[src/rtl/lutcell_pkg.sv]
package lutcell_pkg;
  localparam int CFG_W   = 32;
  localparam int SEL_W   = 4;
  localparam int N_IN    = 3;
  localparam int N_TMR   = 4;

  // control word field positions
  localparam int POS_TRUTH  = 24;
  localparam int POS_EVO    = 22;
  localparam int POS_EVI    = 21;
  localparam int POS_EVINV  = 20;
  localparam int POS_SEL0   = 8;
  localparam int POS_EDGE   = 7;
  localparam int POS_FILT   = 4;
  localparam int POS_EN     = 1;
  localparam logic [CFG_W-1:0] CFG_MASK = 32'hFF7F_FFB2;

  // input source codes
  localparam logic [SEL_W-1:0] SRC_ZERO = 4'h0;
  localparam logic [SEL_W-1:0] SRC_FB   = 4'h1;
  localparam logic [SEL_W-1:0] SRC_LINK = 4'h2;
  localparam logic [SEL_W-1:0] SRC_EVT  = 4'h3;
  localparam logic [SEL_W-1:0] SRC_IO   = 4'h4;
  localparam logic [SEL_W-1:0] SRC_CMP  = 4'h5;
  localparam logic [SEL_W-1:0] SRC_PAD  = 4'h6;
  localparam int               SRC_TMR0 = 7;

  typedef enum logic [1:0] {
    COND_DIRECT = 2'd0,
    COND_SYNC   = 2'd1,
    COND_FILTER = 2'd2,
    COND_RSVD   = 2'd3
  } cond_mode_e;
endpackage

[src/rtl/lutcell_ctrl.sv]
module lutcell_ctrl #(
  parameter int                 W      = 32,
  parameter logic [W-1:0]       MASK   = '1,
  parameter int                 EN_POS = 1
) (
  input  logic         clk,
  input  logic         rst,
  input  logic         wr,
  input  logic [W-1:0] wdata,
  output logic [W-1:0] cfg_q
);
  localparam logic [W-1:0] EN_ONLY = W'(1) << EN_POS;

  logic locked;
  assign locked = cfg_q[EN_POS];

  always_ff @(posedge clk) begin
    if (rst) begin
      cfg_q <= '0;
    end else if (wr) begin
      if (locked)
        cfg_q <= (cfg_q & ~EN_ONLY) | (wdata & EN_ONLY);
      else
        cfg_q <= wdata & MASK;
    end
  end

  // nothing but the enable bit moves while locked
  a_r8_locked_fields: assert property (@(posedge clk) disable iff (rst)
    locked |=> ((cfg_q & ~EN_ONLY) == $past(cfg_q & ~EN_ONLY)));

  // a clearing write is honoured even when locked
  a_r9_unlock_write: assert property (@(posedge clk) disable iff (rst)
    (locked && wr && !wdata[EN_POS]) |=> !cfg_q[EN_POS]);
endmodule

[src/rtl/lutcell_insel.sv]
module lutcell_insel
  import lutcell_pkg::*;
#(
  parameter int NI  = 3,
  parameter int SW  = 4,
  parameter int NT  = 4
) (
  input  logic [NI*SW-1:0] sel,
  input  logic             fb,
  input  logic             link,
  input  logic             evt,
  input  logic             io,
  input  logic             cmp,
  input  logic             pad,
  input  logic [NT-1:0]    tmr,
  output logic [NI-1:0]    lut_in
);
  for (genvar g = 0; g < NI; g++) begin : g_mux
    logic [SW-1:0] code;
    assign code = sel[g*SW +: SW];

    always_comb begin
      lut_in[g] = 1'b0;
      case (code)
        SRC_ZERO: lut_in[g] = 1'b0;
        SRC_FB:   lut_in[g] = fb;
        SRC_LINK: lut_in[g] = link;
        SRC_EVT:  lut_in[g] = evt;
        SRC_IO:   lut_in[g] = io;
        SRC_CMP:  lut_in[g] = cmp;
        SRC_PAD:  lut_in[g] = pad;
        default: begin
          for (int t = 0; t < NT; t++)
            if (int'(code) == SRC_TMR0 + t) lut_in[g] = tmr[t];
        end
      endcase
    end
  end
endmodule

[src/rtl/lutcell_cond.sv]
module lutcell_cond
  import lutcell_pkg::*;
#(
  parameter int SYNC_DEPTH = 2,
  parameter int FILT_LEN   = 3
) (
  input  logic       clk,
  input  logic       rst,
  input  logic       en,
  input  logic [1:0] mode,
  input  logic       edge_en,
  input  logic       raw,
  output logic       nxt
);
  localparam int CNT_W = (FILT_LEN > 1) ? $clog2(FILT_LEN) : 1;

  logic [SYNC_DEPTH-1:0] sync_q;
  logic                  s_last;
  logic                  filt_q;
  logic [CNT_W-1:0]      cnt_q;
  logic                  level;
  logic                  prev_q;

  always_ff @(posedge clk) begin
    if (rst || !en) sync_q <= '0;
    else            sync_q <= {sync_q[SYNC_DEPTH-2:0], raw};
  end
  assign s_last = sync_q[SYNC_DEPTH-1];

  always_ff @(posedge clk) begin
    if (rst || !en) begin
      filt_q <= 1'b0;
      cnt_q  <= '0;
    end else if (s_last != filt_q) begin
      if (cnt_q == CNT_W'(FILT_LEN - 1)) begin
        filt_q <= s_last;
        cnt_q  <= '0;
      end else begin
        cnt_q <= cnt_q + 1'b1;
      end
    end else begin
      cnt_q <= '0;
    end
  end

  always_comb begin
    case (cond_mode_e'(mode))
      COND_SYNC:   level = s_last;
      COND_FILTER: level = filt_q;
      default:     level = raw;
    endcase
  end

  always_ff @(posedge clk) begin
    if (rst || !en) prev_q <= 1'b0;
    else            prev_q <= level;
  end

  assign nxt = edge_en ? (level & ~prev_q) : level;

  // the filter holds while the synchronized value agrees
  a_r5_filter_hold: assert property (@(posedge clk) disable iff (rst)
    (en && mode == COND_FILTER && s_last == filt_q) |=> (filt_q == $past(filt_q)));
endmodule

[src/rtl/lutcell.sv]
module lutcell
  import lutcell_pkg::*;
#(
  parameter int SYNC_DEPTH = 2,
  parameter int FILT_LEN   = 3
) (
  input  logic             clk,
  input  logic             rst,
  input  logic             reg_wr,
  input  logic [CFG_W-1:0] reg_wdata,
  output logic [CFG_W-1:0] reg_rdata,
  input  logic             event_in,
  input  logic             link_in,
  input  logic             io_pin,
  input  logic             cmp_in,
  input  logic             pad_in,
  input  logic [N_TMR-1:0] tmr_wo,
  output logic             lut_out,
  output logic             event_out
);
  localparam int TRUTH_N = 1 << N_IN;

  logic [CFG_W-1:0]       cfg;
  logic [TRUTH_N-1:0]     truth;
  logic [N_IN*SEL_W-1:0]  sels;
  logic                   en, evo_en, edge_en;
  logic [1:0]             mode;
  logic                   evt;
  logic [N_IN-1:0]        lut_in;
  logic                   raw, nxt;

  lutcell_ctrl #(.W(CFG_W), .MASK(CFG_MASK), .EN_POS(POS_EN)) i_ctrl (
    .clk(clk), .rst(rst), .wr(reg_wr), .wdata(reg_wdata), .cfg_q(cfg)
  );

  assign reg_rdata = cfg;
  assign truth     = cfg[POS_TRUTH +: TRUTH_N];
  assign sels      = cfg[POS_SEL0 +: N_IN*SEL_W];
  assign en        = cfg[POS_EN];
  assign evo_en    = cfg[POS_EVO];
  assign edge_en   = cfg[POS_EDGE];
  assign mode      = cfg[POS_FILT +: 2];
  assign evt       = cfg[POS_EVI] & (event_in ^ cfg[POS_EVINV]);

  lutcell_insel #(.NI(N_IN), .SW(SEL_W), .NT(N_TMR)) i_insel (
    .sel(sels), .fb(lut_out), .link(link_in), .evt(evt), .io(io_pin),
    .cmp(cmp_in), .pad(pad_in), .tmr(tmr_wo), .lut_in(lut_in)
  );

  assign raw = truth[lut_in];

  lutcell_cond #(.SYNC_DEPTH(SYNC_DEPTH), .FILT_LEN(FILT_LEN)) i_cond (
    .clk(clk), .rst(rst), .en(en), .mode(mode), .edge_en(edge_en),
    .raw(raw), .nxt(nxt)
  );

  always_ff @(posedge clk) begin
    if (rst) begin
      lut_out   <= 1'b0;
      event_out <= 1'b0;
    end else begin
      lut_out   <= en & nxt;
      event_out <= en & evo_en & nxt;
    end
  end

  // quiet outputs after a disabled cycle
  a_r10_disabled_quiet: assert property (@(posedge clk) disable iff (rst)
    !en |=> (!lut_out && !event_out));

  // the event output never runs without the level output
  a_r7_evout_subset: assert property (@(posedge clk) disable iff (rst)
    event_out |-> lut_out);

  // edge mode pulses last one clock
  a_r6_edge_single: assert property (@(posedge clk) disable iff (rst)
    (edge_en && en && lut_out) |=> !lut_out);
endmodule

[config.mk]
export PLATFORM = sky130hd
export DESIGN_NAME = lutcell
export DESIGN_NICKNAME = d
export VERILOG_FILES = /design/src/rtl/lutcell_pkg.sv /design/src/rtl/lutcell_ctrl.sv /design/src/rtl/lutcell_insel.sv /design/src/rtl/lutcell_cond.sv /design/src/rtl/lutcell.sv
export SDC_FILE = /design/constraint.sdc
export NUM_CORES = 1
export LEC_CHECK = 0
export BUFFER_PORTS_ARGS = -buffer_cell sky130_fd_sc_hd__buf_2
export CAP_MARGIN = 20
export CELL_PAD_IN_SITES_DETAIL_PLACEMENT = 1
export CELL_PAD_IN_SITES_GLOBAL_PLACEMENT = 1
export CORE_UTILIZATION = 30
export CTS_BUF_LIST = sky130_fd_sc_hd__clkbuf_4 sky130_fd_sc_hd__clkbuf_8 sky130_fd_sc_hd__clkbuf_16
export CTS_CLUSTER_DIAMETER = 30
export DETAILED_ROUTE_END_ITERATION = 8
export PLACE_DENSITY_LB_ADDON = 0.25
export SYNTH_ARGS = -nofsm -noshare
export SYNTH_HDL_FRONTEND = slang
export SYNTH_SLANG_ARGS = --single-unit
[constraint.sdc]
create_clock -name clk -period 3.9 [get_ports clk]
set_clock_uncertainty 0.05 [all_clocks]
set_input_delay 0.39 -clock clk [delete_from_list [all_inputs] [get_ports clk]]
set_output_delay 0.39 -clock clk [all_outputs]
set_load 0.005 [all_outputs]
==> flow_summary.ini, run 1 <==
[run_status]
status = completed

[pwr]
p_leak_uw = 0.0009960
totalPowerFinal_uw = 765.6
p_int_uw = 564.1
powerDensity_nw_per_um2 = 357.0
p_sw_share_pct = 26.31
p_switching_uw = 201.4
vdd_ir_drop_max_mv = 0.1855
p_clk_share_pct = 31.8
combPwrFrac_pct = 16.5
p_seq_share_pct = 51.7

[drt]
num_vias = 1571
dr.pass1.iters = 6
routedWlPerCell_um = 12.91
vias_per_cell = 4.690
drt-initial-drc-count = 41
drc_errors = 0
postRouteAntennaNets = 0
wl_um = 4326

[setup_path]
worstSetupEndpointType = flip-flop
path_cells = mux4_1, nand2b_1, a22o_2, mux2i_1, mux2_2, o211ai_2, and4_1
critPathKind = reg2reg
path_max_fanout = 8
critPathArrivalTime_ns = 2.41
critPathRequiredTime_ns = 4.07
slowest_delay_ns = 0.59
critPathLaunchType = flip-flop
critPathBufInv = 0
crit_slowest_cell = mux4_1
path_delay_family = multiplexers

[grt]
grtUsageTotal_pct = 15.23
grt_pass1_wl_um = 7113
grt_pass1_vias = 1497
antenna_found_initial = 0
overflow = 0
grt_max_degree = 29

[layout]
area_delta_synth_final_pct = 26.40
regArea_um2 = 700.7
multi_input_comb_area_um2 = 900.9
antennaDiodeCount = 0
final_common_cell = buf_2
nNetsFinal = 311
fillers = 688
drive_above_1_share_pct = 33.08
final_cell_mix = 67 x buf_2, 54 x nand2_1, 35 x dfxtp_1

[clock_tree]
cts-hold-fix-buffers = 0
clock_sinks = 35
post_cts_buffers = 0
post_cts_resized = 0
clkTransAtPathRegs_ns = 0.07
htreeDepth = 2
cts_root_buf = clkbuf_8
worst_skew_pair.late_latency_ns = 0.27
cts_tree = done
cts_buffer_depth = 2
numCtsBuffers = 5

[die]
rows = 27
start_util_pct = 31.00
core-area_um2 = 5473
io_pins = 78
die_h_um = 77.20
die-area_um2 = 5960
chipWidth_um = 77.20

[sta]
post-route-worst-setup-slack_ns = 1.659
tightest_slew_ns = 1.008
post-route-min-period_ns = 2.241
timing.fmax_mhz = 446.3
rsz0062_at_grt = no
slew_headroom_pct = 32.82
tns_ns = 0
hold_violations = 0
period_share_pct = 57.45
setup_viol = 0
hold_slack_ns = 0.2956
drv_slew = 0

[placement]
dp_hpwl_um = 3233
place_worst_setup_slack_ns = 1.623
port_buffers = 67
place.gp.congestion = 0.7356

[flow_run]
drv_cap = 0

[logic_synthesis]
synth_top_family_by_area = simple AND/OR/NAND/NOR gates
ys_seq_area_share_pct = 41.30
synth_edf_count = 0
ys_async_sr_fraction_pct = 0
syn_area_per_cell_um2 = 8.441
synth.area.mux_share_pct = 9.661
ys_ff_latch = 35
synth_ff_type = dfxtp_1
synth_warnings = 0
synthSimpleGateAreaFrac_pct = 23.60
synth_compound_area_share_pct = 15.34
ys_types = 41
synth_cells = 201
synth_area_um2 = 1697
synthAdderAreaFrac_pct = 2.212
synth-xor-area-share_pct = 1.032

[worst_hold_path]
hp-class = in2reg
==> per-stage QoR <==
step,instance area [µm²],utilization (%),std cells
2_1_floorplan,1712,-,205
3_3_place_gp,2053,37.52,328
3_5_place_dp,2053,37.52,328
6_report,2145,39.19,335
5_1_grt,2145,39.19,335
4_1_cts,2130,38.91,334
==> worst paths after layout <==
path / from / endpoint / slack [ns] / depth (start not counted)
worst max-delay path: i_ctrl.cfg_q[8] / event_out / 1.66 / 7
worst min-delay path: reg_wdata[8] / i_ctrl.cfg_q[8] / 0.30 / 3
worst max register to register: i_ctrl.cfg_q[8] / event_out / 1.66 / 7
worst min register to register: i_cond.sync_q[0] / i_cond.sync_q[1] / 0.37 / 2
==> synthesized netlist by cell type (all sizes together), types with 2 or more instances <==
master | n | share of area, %
mux2 | 2 | 1.3
mux2i | 7 | 4.1
a21oi | 28 | 8.3
buf | 8 | 3.3
and2 | 2 | 0.88
and3b | 5 | 2.7
nor4 | 3 | 1.1
nor2 | 4 | 0.88
and3 | 2 | 0.81
mux4 | 3 | 4.2
dfxtp | 35 | 41
nand2 | 54 | 12
nor2b | 3 | 1.1
nand2b | 5 | 1.8
a221oi | 2 | 1.0
inv | 7 | 1.5
nand3b | 2 | 0.88
ha | 3 | 2.2
clkbuf | 8 | 1.8
==> registers in the layout, indices dropped and copies added (netlist names) <==
register	cells
i_cond.filt_q	1
i_cond.prev_q	1
event_out	1
i_cond.sync_q	2
i_ctrl.cfg_q	27
i_cond.cnt_q	2
lut_out	1
==> routing by layer <==
metal  vias to the layer above  global-route usage, %  wire, µm
li1                        802                      -         -
met1                       730                  19.84      2093
met2                        35                  24.60      2033
met3                         4                  2.738       149
met4                         0                  6.226        48
met5                         -                      0         0
==> worst reg2reg max path, cell delays in order, from the launching register on <==
cell and delay (ns):
dfxtp_1 0.46, mux4_1 0.60, nand2b_1 0.11, a22o_2 0.22, mux2i_1 0.09, mux2_2 0.28
o211ai_2 0.18, and4_1 0.20
==> cell families after synthesis <==
logic type                 Yosys count
and+or+nand+nor                     83
AOI/OAI and AO/OA                   42
DFF                                 35
buffers and inverters               23
muxes                               12
adders and majority gates            3
xor gates and xnor gates             2
other                                1
==> power by group through the flow <==
stage	logic, µW	clock network [µW]	registers (µW)
floorplan	78.5	0	400
global placement	125	0	403
detailed placement	127	0	404
CTS	128	256	396
global route	144	268	399
finish	127	243	396
==> cell type report <==
type	count	area share, %
inverter	7	1.225
tap	72	4.201
clock buffer	6	3.559
timing repair buffer	68	16.34
sequential	35	32.67
multi-input combinational	147	42.01
No activity file was read; power rests on OpenSTA's default activity.
==> run 2, diff against run 1 <==
- clock period: 3.9 -> 2.3 ns (I/O delays scaled with it)
==> run 2 against run 1 <==
Sequential power rose by 69%; worst setup slack got worse by 1.5 ns; largest power group unchanged; power up 70%; largest cell class unchanged; flip-flop and latch count unchanged.
==> flow_summary.ini, run 2 (synthesized netlist as in run 1, its figures left out) <==
[pwr]
p_leak_uw = 0.001019
combPwrFrac_pct = 17.3
p_clk_share_pct = 31.2
vdd_ir_drop_max_mv = 0.3326
p_int_uw = 962.9
p_seq_share_pct = 51.4
powerDensity_nw_per_um2 = 595.7
p_switching_uw = 336.3
p_sw_share_pct = 25.88

[layout]
drive_above_1_share_pct = 34.46
largest_registers = i_ctrl.cfg_q x27, i_cond.cnt_q x2, i_cond.sync_q x2
final_common_cell = buf_2
design_area_um2 = 2181
nNetsFinal = 315
area_delta_synth_final_pct = 28.54
fillers = 698
final_cell_mix = 67 x buf_2, 54 x nand2_1, 34 x dfxtp_1
post-route-util_pct = 39.85
stdcell_count = 339
largest_reg_flops = 27
antennaDiodeCount = 0
max_flop_register = i_ctrl.cfg_q

[setup_path]
critPathLaunchType = flip-flop
path_max_fanout = 8
ff2ff_path_depth = 6
slowest_delay_ns = 0.46
path_cells = and3b_1, a2111oi_0, o31a_1, mux2_2, o211ai_2, and4_1
reg2reg_from = i_ctrl.cfg_q[16]
critPathArrivalTime_ns = 2.36
crit_slowest_cell = dfxtp_1
worstSetupEndpointType = flip-flop
critPathKind = reg2reg
rr_endpoint = event_out
critPathRequiredTime_ns = 2.47
r2r_slack_ns = 0.11

[grt]
use_met2_pct = 26.02
grtUsageTotal_pct = 15.65
grt_pass1_vias = 1523
grt_max_degree = 28
grt_pass1_wl_um = 7396
overflow = 0
grt_use_met3_pct = 3.214
grt-busiest-layer = met2
antenna_found_initial = 0
met1_usage_pct = 20.26

[placement]
dp_hpwl_um = 3360
port_buffers = 67
place.gp.congestion = 0.7712
place_inst = 333
dpl_cell_area_um2 = 2103

[worst_hold_path]
hp-class = in2reg
min_from = reg_wdata[13]
min_to = i_ctrl.cfg_q[13]
whs_path_depth = 3

[die]
io_pins = 78
die-area_um2 = 5960
die_h_um = 77.20
chipWidth_um = 77.20
core-area_um2 = 5473
rows = 27
start_util_pct = 31.00

[drt]
drt-initial-drc-count = 36
dr.pass1.iters = 5
wl_um = 4361
num_vias = 1605
postRouteAntennaNets = 0
vias_per_cell = 4.735
drc_errors = 0
routedWlPerCell_um = 12.86

[sta]
setup_viol = 0
drv_slew = 0
rsz0062_at_grt = no
hold_violations = 0
post-route-min-period_ns = 2.188
tns_ns = 0
hold_slack_ns = 0.1375
period_share_pct = 95.12
timing.fmax_mhz = 457.1

[clock_tree]
cts_tree = done
numCtsBuffers = 5
clkTransAtPathRegs_ns = 0.06
cts_buffer_depth = 2
cts_root_buf = clkbuf_8
worst_skew_pair.late_latency_ns = 0.27
cts-hold-fix-buffers = 0
clock_sinks = 35
htreeDepth = 2

[run_status]
status = completed

[flow_run]
drv_cap = 0
-- run 2: changes by cell type in the layout (fill, tap and decap cells not counted) --
cell,before,now
buf_12,0,1
buf_4,0,4
buf_8,1,0
dfxtp_1,35,34
dfxtp_2,0,1
-- run 2: stage by stage --
step	power [µW]	worst slack, ns
floorplan	811.6	0.2833
global placement	908.2	0.1265
detailed placement	912.6	0.1091
CTS	1329	0.06883
global route	1385	0.006513
finish	1299	0.1121
-- run 2: power groups by stage --
stage	combinational (µW)	clock [µW]	sequential [µW]
floorplan	133	0	678
global placement	227	0	681
detailed placement	231	0	682
CTS	231	429	669
global route	254	457	673
finish	225	406	668
-- run 2: what timing repair did --
item                       4_1_cts  5_1_grt
setup buffers                    0        0
gates resized for setup          0        1
setup endpoints to repair        0        3
-- run 2: final cells by class --
class                           count  area, µm²  area share [%]
Multi-Input combinational cell    147      900.9           41.31
Tap cell                           72      90.09           4.131
Sequential cell                    35      701.9           32.19
Clock buffer                        6      76.32           3.500
Timing Repair Buffer               72      385.4           17.67
Inverter                            7      26.28           1.205
-- run 2: worst max-delay path by stage --
stage | startpoint | endpoint | slack (ns)
3_3_place_gp | i_ctrl.cfg_q[8] | event_out | 0.13
4_1_cts | i_ctrl.cfg_q[8] | event_out | 0.07
5_1_grt | i_ctrl.cfg_q[9] | event_out | 0.007
2_1_floorplan | i_ctrl.cfg_q[8] | event_out | 0.28
3_5_place_dp | i_ctrl.cfg_q[8] | event_out | 0.11
6_report | i_ctrl.cfg_q[16] | event_out | 0.11
-- run 2: critical path, delay by kind of cell (launching register included) --
kind            cells  cell delay [ns]
compound gates      3             0.82
flops               1             0.46
simple gates        2             0.41
mux                 1             0.37
-- run 2: metal layers --
layer / wire [µm] / up-vias / share of wire, %
li1: - / 811 / -
met1: 2059 / 754 / 47
met2: 2080 / 35 / 48
met3: 173 / 5 / 4.0
met4: 48 / 0 / 1.1
met5: 0 / - / 0
